### src/rtl/sp_pkg.sv
package sp_pkg;
    // outcome of folding a responder into a sharer pair
    typedef enum logic [0:0] {
        MERGE_KEEP = 1'b0,
        MERGE_PUSH = 1'b1
    } merge_e;
endpackage

### src/rtl/sp_region_cam.sv
module sp_region_cam #(
    parameter int N     = 16,
    parameter int TAG_W = 22,
    localparam int IDX_W = (N > 1) ? $clog2(N) : 1
) (
    input  logic [N-1:0]            valid_i,
    input  logic [N-1:0][TAG_W-1:0] tags_i,
    input  logic [TAG_W-1:0]        tag_i,
    output logic                    hit_o,
    output logic [IDX_W-1:0]        idx_o
);
    always_comb begin
        hit_o = 1'b0;
        idx_o = '0;
        for (int i = N - 1; i >= 0; i--) begin
            if (valid_i[i] && (tags_i[i] == tag_i)) begin
                hit_o = 1'b1;
                idx_o = IDX_W'(i);
            end
        end
    end
endmodule

### src/rtl/sp_victim_pick.sv
module sp_victim_pick #(
    parameter int N = 16,
    localparam int IDX_W = (N > 1) ? $clog2(N) : 1
) (
    input  logic [N-1:0]            valid_i,
    input  logic [N-1:0][IDX_W-1:0] age_i,
    output logic [IDX_W-1:0]        idx_o
);
    always_comb begin
        idx_o = '0;
        // oldest entry first, then any empty slot overrides it
        for (int i = N - 1; i >= 0; i--) begin
            if (age_i[i] == IDX_W'(N - 1)) idx_o = IDX_W'(i);
        end
        for (int i = N - 1; i >= 0; i--) begin
            if (!valid_i[i]) idx_o = IDX_W'(i);
        end
    end
endmodule

### src/rtl/sp_sharer_merge.sv
module sp_sharer_merge
    import sp_pkg::*;
#(
    parameter int CORE_W = 4
) (
    input  logic              has_i,
    input  logic [CORE_W-1:0] mru_i,
    input  logic              sec_v_i,
    input  logic [CORE_W-1:0] sec_i,
    input  logic [CORE_W-1:0] new_i,
    output logic [CORE_W-1:0] mru_o,
    output logic              sec_v_o,
    output logic [CORE_W-1:0] sec_o,
    output merge_e            kind_o
);
    always_comb begin
        if (has_i && (new_i == mru_i)) begin
            kind_o  = MERGE_KEEP;
            mru_o   = mru_i;
            sec_v_o = sec_v_i;
            sec_o   = sec_i;
        end else begin
            kind_o  = MERGE_PUSH;
            mru_o   = new_i;
            sec_v_o = has_i;
            sec_o   = has_i ? mru_i : '0;
        end
    end
endmodule

### src/rtl/sharer_predictor.sv
module sharer_predictor
    import sp_pkg::*;
#(
    parameter int ADDR_W      = 32,
    parameter int CORE_W      = 4,
    parameter int ENTRIES     = 16,
    parameter int REGION_BITS = 10,
    parameter int LOCAL_CORE  = 0
) (
    input  logic              clk,
    input  logic              rst_n,
    input  logic              miss_valid,
    input  logic [ADDR_W-1:0] miss_addr,
    input  logic              rsp_valid,
    input  logic [ADDR_W-1:0] rsp_addr,
    input  logic [CORE_W-1:0] rsp_core,
    output logic              dir_valid,
    output logic              dir_notify,
    output logic              direct_valid,
    output logic [CORE_W-1:0] direct_core,
    output logic              alt_valid,
    output logic [CORE_W-1:0] alt_core,
    output logic [ADDR_W-1:0] req_addr
);
    localparam int TAG_W = ADDR_W - REGION_BITS;
    localparam int IDX_W = (ENTRIES > 1) ? $clog2(ENTRIES) : 1;

    typedef struct packed {
        logic              valid;
        logic [TAG_W-1:0]  tag;
        logic [CORE_W-1:0] mru;
        logic              sec_v;
        logic [CORE_W-1:0] sec;
    } entry_t;

    typedef struct packed {
        entry_t [ENTRIES-1:0]            tab;
        logic   [ENTRIES-1:0][IDX_W-1:0] age;
        logic                            dir_valid;
        logic                            dir_notify;
        logic                            direct_valid;
        logic   [CORE_W-1:0]             direct_core;
        logic                            alt_valid;
        logic   [CORE_W-1:0]             alt_core;
        logic   [ADDR_W-1:0]             req_addr;
    } state_t;

    state_t st_q, st_d;

    logic [ENTRIES-1:0]            ent_valid;
    logic [ENTRIES-1:0][TAG_W-1:0] ent_tag;

    for (genvar g = 0; g < ENTRIES; g++) begin : g_view
        assign ent_valid[g] = st_q.tab[g].valid;
        assign ent_tag[g]   = st_q.tab[g].tag;
    end

    logic [TAG_W-1:0] miss_tag, rsp_tag;
    assign miss_tag = miss_addr[ADDR_W-1:REGION_BITS];
    assign rsp_tag  = rsp_addr[ADDR_W-1:REGION_BITS];

    logic             mhit, rhit;
    logic [IDX_W-1:0] midx, ridx, vidx, tgt;

    sp_region_cam #(.N(ENTRIES), .TAG_W(TAG_W)) u_miss_cam (
        .valid_i(ent_valid), .tags_i(ent_tag), .tag_i(miss_tag),
        .hit_o(mhit), .idx_o(midx)
    );

    sp_region_cam #(.N(ENTRIES), .TAG_W(TAG_W)) u_rsp_cam (
        .valid_i(ent_valid), .tags_i(ent_tag), .tag_i(rsp_tag),
        .hit_o(rhit), .idx_o(ridx)
    );

    sp_victim_pick #(.N(ENTRIES)) u_victim (
        .valid_i(ent_valid), .age_i(st_q.age), .idx_o(vidx)
    );

    assign tgt = rhit ? ridx : vidx;

    entry_t            cur;
    logic [CORE_W-1:0] m_mru, m_sec;
    logic              m_sec_v;
    merge_e            m_kind;

    assign cur = rhit ? st_q.tab[ridx] : '0;

    sp_sharer_merge #(.CORE_W(CORE_W)) u_merge (
        .has_i(cur.valid), .mru_i(cur.mru), .sec_v_i(cur.sec_v), .sec_i(cur.sec),
        .new_i(rsp_core),
        .mru_o(m_mru), .sec_v_o(m_sec_v), .sec_o(m_sec), .kind_o(m_kind)
    );

    logic take_rsp;
    assign take_rsp = rsp_valid && (rsp_core != CORE_W'(LOCAL_CORE));

    always_comb begin
        st_d              = st_q;
        st_d.dir_valid    = 1'b0;
        st_d.dir_notify   = 1'b0;
        st_d.direct_valid = 1'b0;
        st_d.direct_core  = '0;
        st_d.alt_valid    = 1'b0;
        st_d.alt_core     = '0;
        st_d.req_addr     = '0;

        // lookup sees the table before this cycle's response
        if (miss_valid) begin
            st_d.dir_valid = 1'b1;
            st_d.req_addr  = miss_addr;
            if (mhit) begin
                st_d.dir_notify   = 1'b1;
                st_d.direct_valid = 1'b1;
                st_d.direct_core  = st_q.tab[midx].mru;
                st_d.alt_valid    = st_q.tab[midx].sec_v;
                st_d.alt_core     = st_q.tab[midx].sec_v ? st_q.tab[midx].sec : '0;
            end
        end

        if (take_rsp) begin
            st_d.tab[tgt].valid = 1'b1;
            st_d.tab[tgt].tag   = rsp_tag;
            st_d.tab[tgt].mru   = m_mru;
            st_d.tab[tgt].sec_v = m_sec_v;
            st_d.tab[tgt].sec   = m_sec;
            for (int i = 0; i < ENTRIES; i++) begin
                if (IDX_W'(i) == tgt)
                    st_d.age[i] = '0;
                else if (st_q.age[i] < st_q.age[tgt])
                    st_d.age[i] = st_q.age[i] + IDX_W'(1);
            end
        end
    end

    always_ff @(posedge clk or negedge rst_n) begin
        if (!rst_n) begin
            st_q <= '0;
            for (int i = 0; i < ENTRIES; i++) st_q.age[i] <= IDX_W'(i);
        end else begin
            st_q <= st_d;
        end
    end

    assign dir_valid    = st_q.dir_valid;
    assign dir_notify   = st_q.dir_notify;
    assign direct_valid = st_q.direct_valid;
    assign direct_core  = st_q.direct_core;
    assign alt_valid    = st_q.alt_valid;
    assign alt_core     = st_q.alt_core;
    assign req_addr     = st_q.req_addr;

    // a direct request never leaves without the directory notice
    p_direct_has_notice_r3: assert property (@(posedge clk) disable iff (!rst_n)
        direct_valid |-> (dir_valid && dir_notify));

    // a notice flag only accompanies a direct request
    p_notice_needs_direct_r4: assert property (@(posedge clk) disable iff (!rst_n)
        dir_notify |-> direct_valid);

    // every miss reaches the directory one cycle later with its address
    p_miss_to_dir_r2: assert property (@(posedge clk) disable iff (!rst_n)
        miss_valid |=> (dir_valid && (req_addr == $past(miss_addr))));

    // no request without a miss
    p_idle_quiet_r2: assert property (@(posedge clk) disable iff (!rst_n)
        !miss_valid |=> !dir_valid);

    // responses from the local core leave the table alone
    p_local_ignored_r8: assert property (@(posedge clk) disable iff (!rst_n)
        (rsp_valid && (rsp_core == CORE_W'(LOCAL_CORE))) |=> $stable(st_q.tab));

    for (genvar g = 0; g < ENTRIES; g++) begin : g_chk
        // the two recorded sharers are distinct
        p_no_dup_r6: assert property (@(posedge clk) disable iff (!rst_n)
            (st_q.tab[g].valid && st_q.tab[g].sec_v) |-> (st_q.tab[g].sec != st_q.tab[g].mru));
    end
endmodule

### config.mk
export PLATFORM = sky130hd
export DESIGN_NAME = sharer_predictor
export DESIGN_NICKNAME = d
export VERILOG_FILES = /design/src/rtl/sp_pkg.sv /design/src/rtl/sp_region_cam.sv /design/src/rtl/sp_victim_pick.sv /design/src/rtl/sp_sharer_merge.sv /design/src/rtl/sharer_predictor.sv
export SDC_FILE = /design/constraint.sdc
export NUM_CORES = 2
export LEC_CHECK = 0
export BUFFER_PORTS_ARGS = -buffer_cell sky130_fd_sc_hd__buf_4
export CORE_MARGIN = 2
export CORE_UTILIZATION = 64
export DETAILED_ROUTE_END_ITERATION = 16
export PLACE_DENSITY_LB_ADDON = 0.12
export SYNTH_ARGS = -nofsm -noshare
export SYNTH_HDL_FRONTEND = slang
export SYNTH_SLANG_ARGS = --single-unit
### constraint.sdc
create_clock -name clk -period 8.3 [get_ports clk]
set_clock_uncertainty 0.1 [all_clocks]
set_input_delay 0.83 -clock clk [delete_from_list [all_inputs] [get_ports clk]]
set_output_delay 0.83 -clock clk [all_outputs]
set_load 0.005 [all_outputs]
## Yosys cells after proc, flatten, opt, wreduce, memory -nomap -nowiden

Cells that the tools add are included.

| cells by class | value |
|---|---|
| $add $sub $neg | 16 |
| magnitude comparators | 20 |
| equality and inequality tests | 64 |
| muxes and demuxes | 158 |
| reduce and logical (&&, ||, !) cells | 69 |

Operator list:

| operator | count |
|---|---|
| bitwise mux 512 bit | 5 |
| == test 22 bit | 32 |
| demux 32 bit (select 4 bit) | 5 |
| 2-to-1 mux 4 bit | 103 |
| binary-select mux 32 bit (select 4 bit) | 2 |
| 2-to-1 mux 32 bit | 3 |
| adder 4 x 1 -> 4 bit, second input constant | 16 |
| == test 4 bit, second input constant | 16 |
| < comparator 4 bit | 16 |
| 2-to-1 mux 44 bit | 1 |
| logical AND 1 bit | 35 |
| 2-to-1 mux 1 bit | 33 |
| == test 4 bit, first input constant | 8 |
| AND reduction 2 bit | 16 |
| nonzero test 2 bit | 16 |
| 2-to-1 mux 31 bit | 1 |
| 2-to-1 mux 9 bit | 2 |
| binary-select mux 4 bit (select 4 bit) | 1 |
| == test 3 x 4 -> 1 bit, first input constant | 4 |
| < comparator 4 x 5 -> 1 bit, second input constant | 3 |
| 2-to-1 mux 11 bit | 1 |
| == test 2 x 4 -> 1 bit, first input constant | 2 |
| 2-to-1 mux 5 bit | 1 |
| == test 1 x 4 -> 1 bit, first input constant | 1 |
| 4 further kinds | 4 |

| word-level totals | value |
|---|---|
| flip-flop bits (word level) | 620 |
| bits of input ports | 72 |
| output and inout port bits | 44 |
| logic and storage cells | 430 |

## Longest topological paths before layout

| depth | value |
|---|---|
| depth in word-level cells | 43 |
| gate-level depth with buffers | 29 |
| gate-level depth less buffers | 24 |

## Modules after synthesis

A second synthesis with hierarchy kept.

| unflattened totals | value |
|---|---|
| cell total of the unflattened synthesis | 3321 |
| area, all modules | 37872.6 µm² |

Modules (own cells, without submodules):

| module | instances | cells each | area each (µm²) | seq. area each (µm²) |
|---|---|---|---|---|
| sharer_predictor | 1 | 2104 | 28446.0 | 15529.9 |
| sp_region_cam | 2 | 555 | 4384.2 | 0.0 |
| sp_victim_pick | 1 | 82 | 498.0 | 0.0 |
| sp_sharer_merge | 1 | 25 | 160.2 | 0.0 |

## Least setup slack after synthesis

No wires, ideal clock.

| timing | value |
|---|---|
| path type | input port to flip-flop |
| from | in rsp_addr[17] |
| to | reg st_q[103] (netlist name) |
| library setup time | 91 ps |
| arrival | 6875 ps |
| data required time | 8109 ps |
| path slack | 1235 ps |
| stages on the path | 26 |
| path buffers | 6 |
| cell sequence | buf_2 > buf_2 > buf_2 > xor2_1 > nor4_1 > nand4_1 > or3_4 > and4_1 > and2_1 > buf_2 > nand2_1 > a211oi_1 > nand2b_1 > clkbuf_1 > clkbuf_1 > mux2_2 > o211ai_1 > o21ai_0 > o21ai_0 > ha_1 > a21o_1 > a211oi_1 > nand2b_1 > o21ai_0 > nand2_1 > o31ai_1 |

| between the ends | value |
|---|---|
| word-level cells in the longest chain between the ends | 24 |
| elaborated cells between the ends (all ways) | 72 |
| those cells by class | order compare: 1; eq/ne: 17; mux: 36; reduce/logical: 18 |

RTL lines:

| what | RTL line | text |
|---|---|---|
| start: declaration | sharer_predictor.sv:15 | `input logic [ADDR_W-1:0] rsp_addr,` |
| == test 22 bit | sp_region_cam.sv:16 | `if (valid_i[i] && (tags_i[i] == tag_i)) begin` |
| logical AND 1 bit | sp_region_cam.sv:16 |  |
| 2-to-1 mux 4 bit / 2-to-1 mux 1 bit (equally long branches) (16 in series) | sp_region_cam.sv:16 |  |
| 2-to-1 mux 4 bit * | sharer_predictor.sv:79 | `assign tgt = rhit ? ridx : vidx;` |
| binary-select mux 4 bit (select 4 bit) | sharer_predictor.sv:129 | `else if (st_q.age[i] < st_q.age[tgt])` |
| 2-to-1 mux 4 bit (implied by the code) | sharer_predictor.sv:129 |  |
| < comparator 4 bit | sharer_predictor.sv:129 |  |
| nonzero test 2 bit (no source line) | n/a |  |
| AND reduction 2 bit (no source line) | n/a |  |
| end signal: assignment | sharer_predictor.sv:140 | `st_q <= st_d;` |
| end: declaration | sharer_predictor.sv:48 | `state_t st_q, st_d;` |

Every way passes the cells marked *; elsewhere a longest branch is shown, timed or not. The select of a mux whose other input is x is not followed.
A chain may end at the register's enable or synchronous reset.

## Final worst setup path

| timing | value |
|---|---|
| from | in rsp_addr[10] |
| to | reg st_q[63] (netlist name) |

The elaborated chain is that of the path after synthesis.

==> results.ini <==
[synth]
netlist.area_leader.share=0.373
synth_ff_type=dfrtp_1
synth-seq-cells=619
syn_inst=4250
syn_area_mm2=0.0394
synth_area_leaders=dfrtp_1 37%, xor2_1 9.4%, nand2_1 9.1%, xnor2_1 6.8%, mux2_2 6.4%
synthesis.nets=4386
synth_cell_types=98
synth_most_common_cell=nand2_1
synth_edf_count=0
yosys_warnings=0
avgSynthCellArea_um2=9.27
async_flop_share=1.00
yosysTopAreaCell=dfrtp_1
seq_area_frac_synth=0.394
synth_top_cells_by_count=950 x nand2_1, 587 x dfrtp_1, 424 x xor2_1

[pwr]
leakage_nw=19.5
power_frac_clock=0.195
pwr-share-comb=0.483
power_frac_seq=0.322
p_sw_w=0.00736
ir_drop_uv=298
power_density_mw_per_mm2=397
swShare=0.434
internal_power_w=0.00960
power_w=0.0170

[route]
ant_nets=0
routedWlPerCell_um=25.7
vias=32844
viasPerCell=6.51
wl_mm=130
post-route-drc-count=0
first_pass_iters=8
drt-initial-drc-count=3975

[layout]
seq_area_mm2=0.0155
fin_nets=4334
fill_cells=4727
layout-drive-gt1-share=0.151
stdcell_count=5046
syn_to_final_growth_pct=8.59
multi_input_area_mm2=0.0221

[placement]
hpwlAfterDp_mm=84.1
numPlacedInstances=4908
gp_congestion=0.993
port_buffers=105

[setup_path]
rr_startpoint=ent_valid[11]$_DFFE_PN0P_
cp.arrival_ps=7760
startpoint_type=input port
rr_worst_depth=23
critPathLaunch=rsp_addr[10]
critical_path_class=input port to register
cp-endpoint=st_q[63]$_DFFE_PN0P_
crit_required_ps=8740
rrSetupSlack_ps=1210
worstPathMaxFanout=26
crit_path_end_kind=register
r2r-end=st_q[63]$_DFFE_PN0P_

[sta]
period_needed_ps=7320
finalSetupViolCount=0
hold_viol=0
fin_setup_tns_ps=0
rsz0062_at_grt=false
worst_pin_slew_ps=1170
slew_headroom=0.219
clock.fmax_mhz=137
drv_slew=0
min_period_over_period=0.882

[global_routing]
overflow=0
grt_max_degree=160
grt_pass1_vias=31799
grtUsageTotal=0.409
grt_pass1_wl_mm=196
antenna_found_initial=14

[clocking]
clock-sinks=619
postCtsHoldBufs=0
cts-root-buf=clkbuf_16
htree_num_levels=3
cts_tree=built
ctsResizeCount=0
clk_pin_slew_ps=60
cts.path.max_buffers=3
post_cts_buffers=0
worstSkewPairLatency_ps=640
numCtsBuffers=70

[die]
floorplan.core_area_mm2=0.0606
io_pins=116
die_w_um=252
rows=90
die_height_um=252
dieArea_mm2=0.0636
start_util=0.650

[run]
maxCapViolCount=0

[status]
status=finished, final reports clean

[worst_hold_path]
hold_path.class=input port to asynchronous set/reset pin

[layout make-up]
cell class | count | share of cell area
Multi-Input combinational cell | 3270 | 0.517
Sequential cell | 619 | 0.363
Clock buffer | 95 | 0.0465
Timing Repair Buffer | 201 | 0.0369
Tap cell | 782 | 0.0229
Clock inverter | 32 | 0.0101
Inverter | 36 | 0.00316
Antenna cell | 11 | 0.000644
[cell families after synthesis]
group           after synthesis  synth area share
compound gates              445            0.0783
xor+xnor                    733             0.164
fa+ha+maj                    64            0.0203
buf+inv                     361            0.0467
flops                       619             0.394
mux                         338            0.0940
simple gates               1690             0.203
[through the flow]
| step | area [µm²] | util | hold slack [ps] | worst slack, ps |
|---|---|---|---|---|
| after floorplan | 39400 | - | 353 | 1230 |
| final | 42800 | 0.706 | 124 | 982 |
| after CTS | 42700 | 0.706 | 156 | 1390 |
| after detailed placement | 40300 | 0.666 | 379 | 777 |
| after global routing | 42800 | 0.706 | 173 | 891 |
| after global placement | 40300 | 0.666 | 375 | 975 |
[sequential cells by signal (all words and copies together) (netlist names)]
name,count
st_q,208
ent_tag,352
alt_core,4
dir_valid,1
dir_notify,1
ent_valid,16
direct_core,4
alt_valid,1
req_addr,32
[cells in the final DEF (no fill, tap or decap), types with 84 or more instances in the layout]
cell | synthesis | layout
o21ai_0 | 108 | 105
dfrtp_1 | 587 | 587
xor2_1 | 424 | 424
nand2_1 | 950 | 948
nand3_1 | 113 | 113
nor2_1 | 97 | 84
mux2i_1 | 105 | 105
buf_4 | 49 | 195
xnor2_1 | 305 | 305
nor4_1 | 131 | 131
nand4_1 | 119 | 119
mux2_2 | 224 | 224
a211oi_1 | 92 | 92
[worst min-delay path by stage]
stage / from / depth (start not counted) / end
after detailed placement: st_q[179]$_DFFE_PN0P_ / 2 / st_q[179]$_DFFE_PN0P_
after global placement: st_q[148]$_DFFE_PN0P_ / 2 / st_q[148]$_DFFE_PN0P_
after global routing: rst_n / 1 / req_addr[5]$_DFF_PN0_
after floorplan: st_q[179]$_DFFE_PN0P_ / 2 / st_q[179]$_DFFE_PN0P_
after CTS: rst_n / 1 / ent_tag[277]$_DFFE_PN0P_
final: rst_n / 1 / req_addr[5]$_DFF_PN0_
[per-layer routing]
layer  routed length [µm]  vias to the layer above  global-route usage
met4                 7720                        2               0.214
met2                56100                     1863               0.614
met1                51900                    16065               0.565
met3                13900                      470              0.0800
li1                     -                    14444                   -
met5                   13                        -                   0
[worst max-delay path: stages]
cell and delay [ps]:
buf_4 460, xor2_1 280, nor4_1 90, nand4_1 110, or3_1 290, nand4_1 510, nor2_1 670, nand2_1 340
a211oi_1 560, nand2b_1 510, buf_4 320, buf_4 220, nor2_1 60, a211oi_1 170, a21oi_1 80, nand2_1 120
o211ai_1 100, o21ai_1 430, buf_4 340, ha_1 280, o21a_1 180, o21ai_0 180, nand4_1 140, or3_1 340
mux2i_1 140
[power by group through the flow]
stage	logic, W	registers, W	clock network [W]
final	0.00820	0.00546	0.00331
after global routing	0.00903	0.00558	0.00344
after CTS	0.00804	0.00542	0.00333
after detailed placement	0.00799	0.00545	0
after global placement	0.00773	0.00542	0
after floorplan	0.00604	0.00511	0
Note: power is estimated with default switching activity, not from simulation.
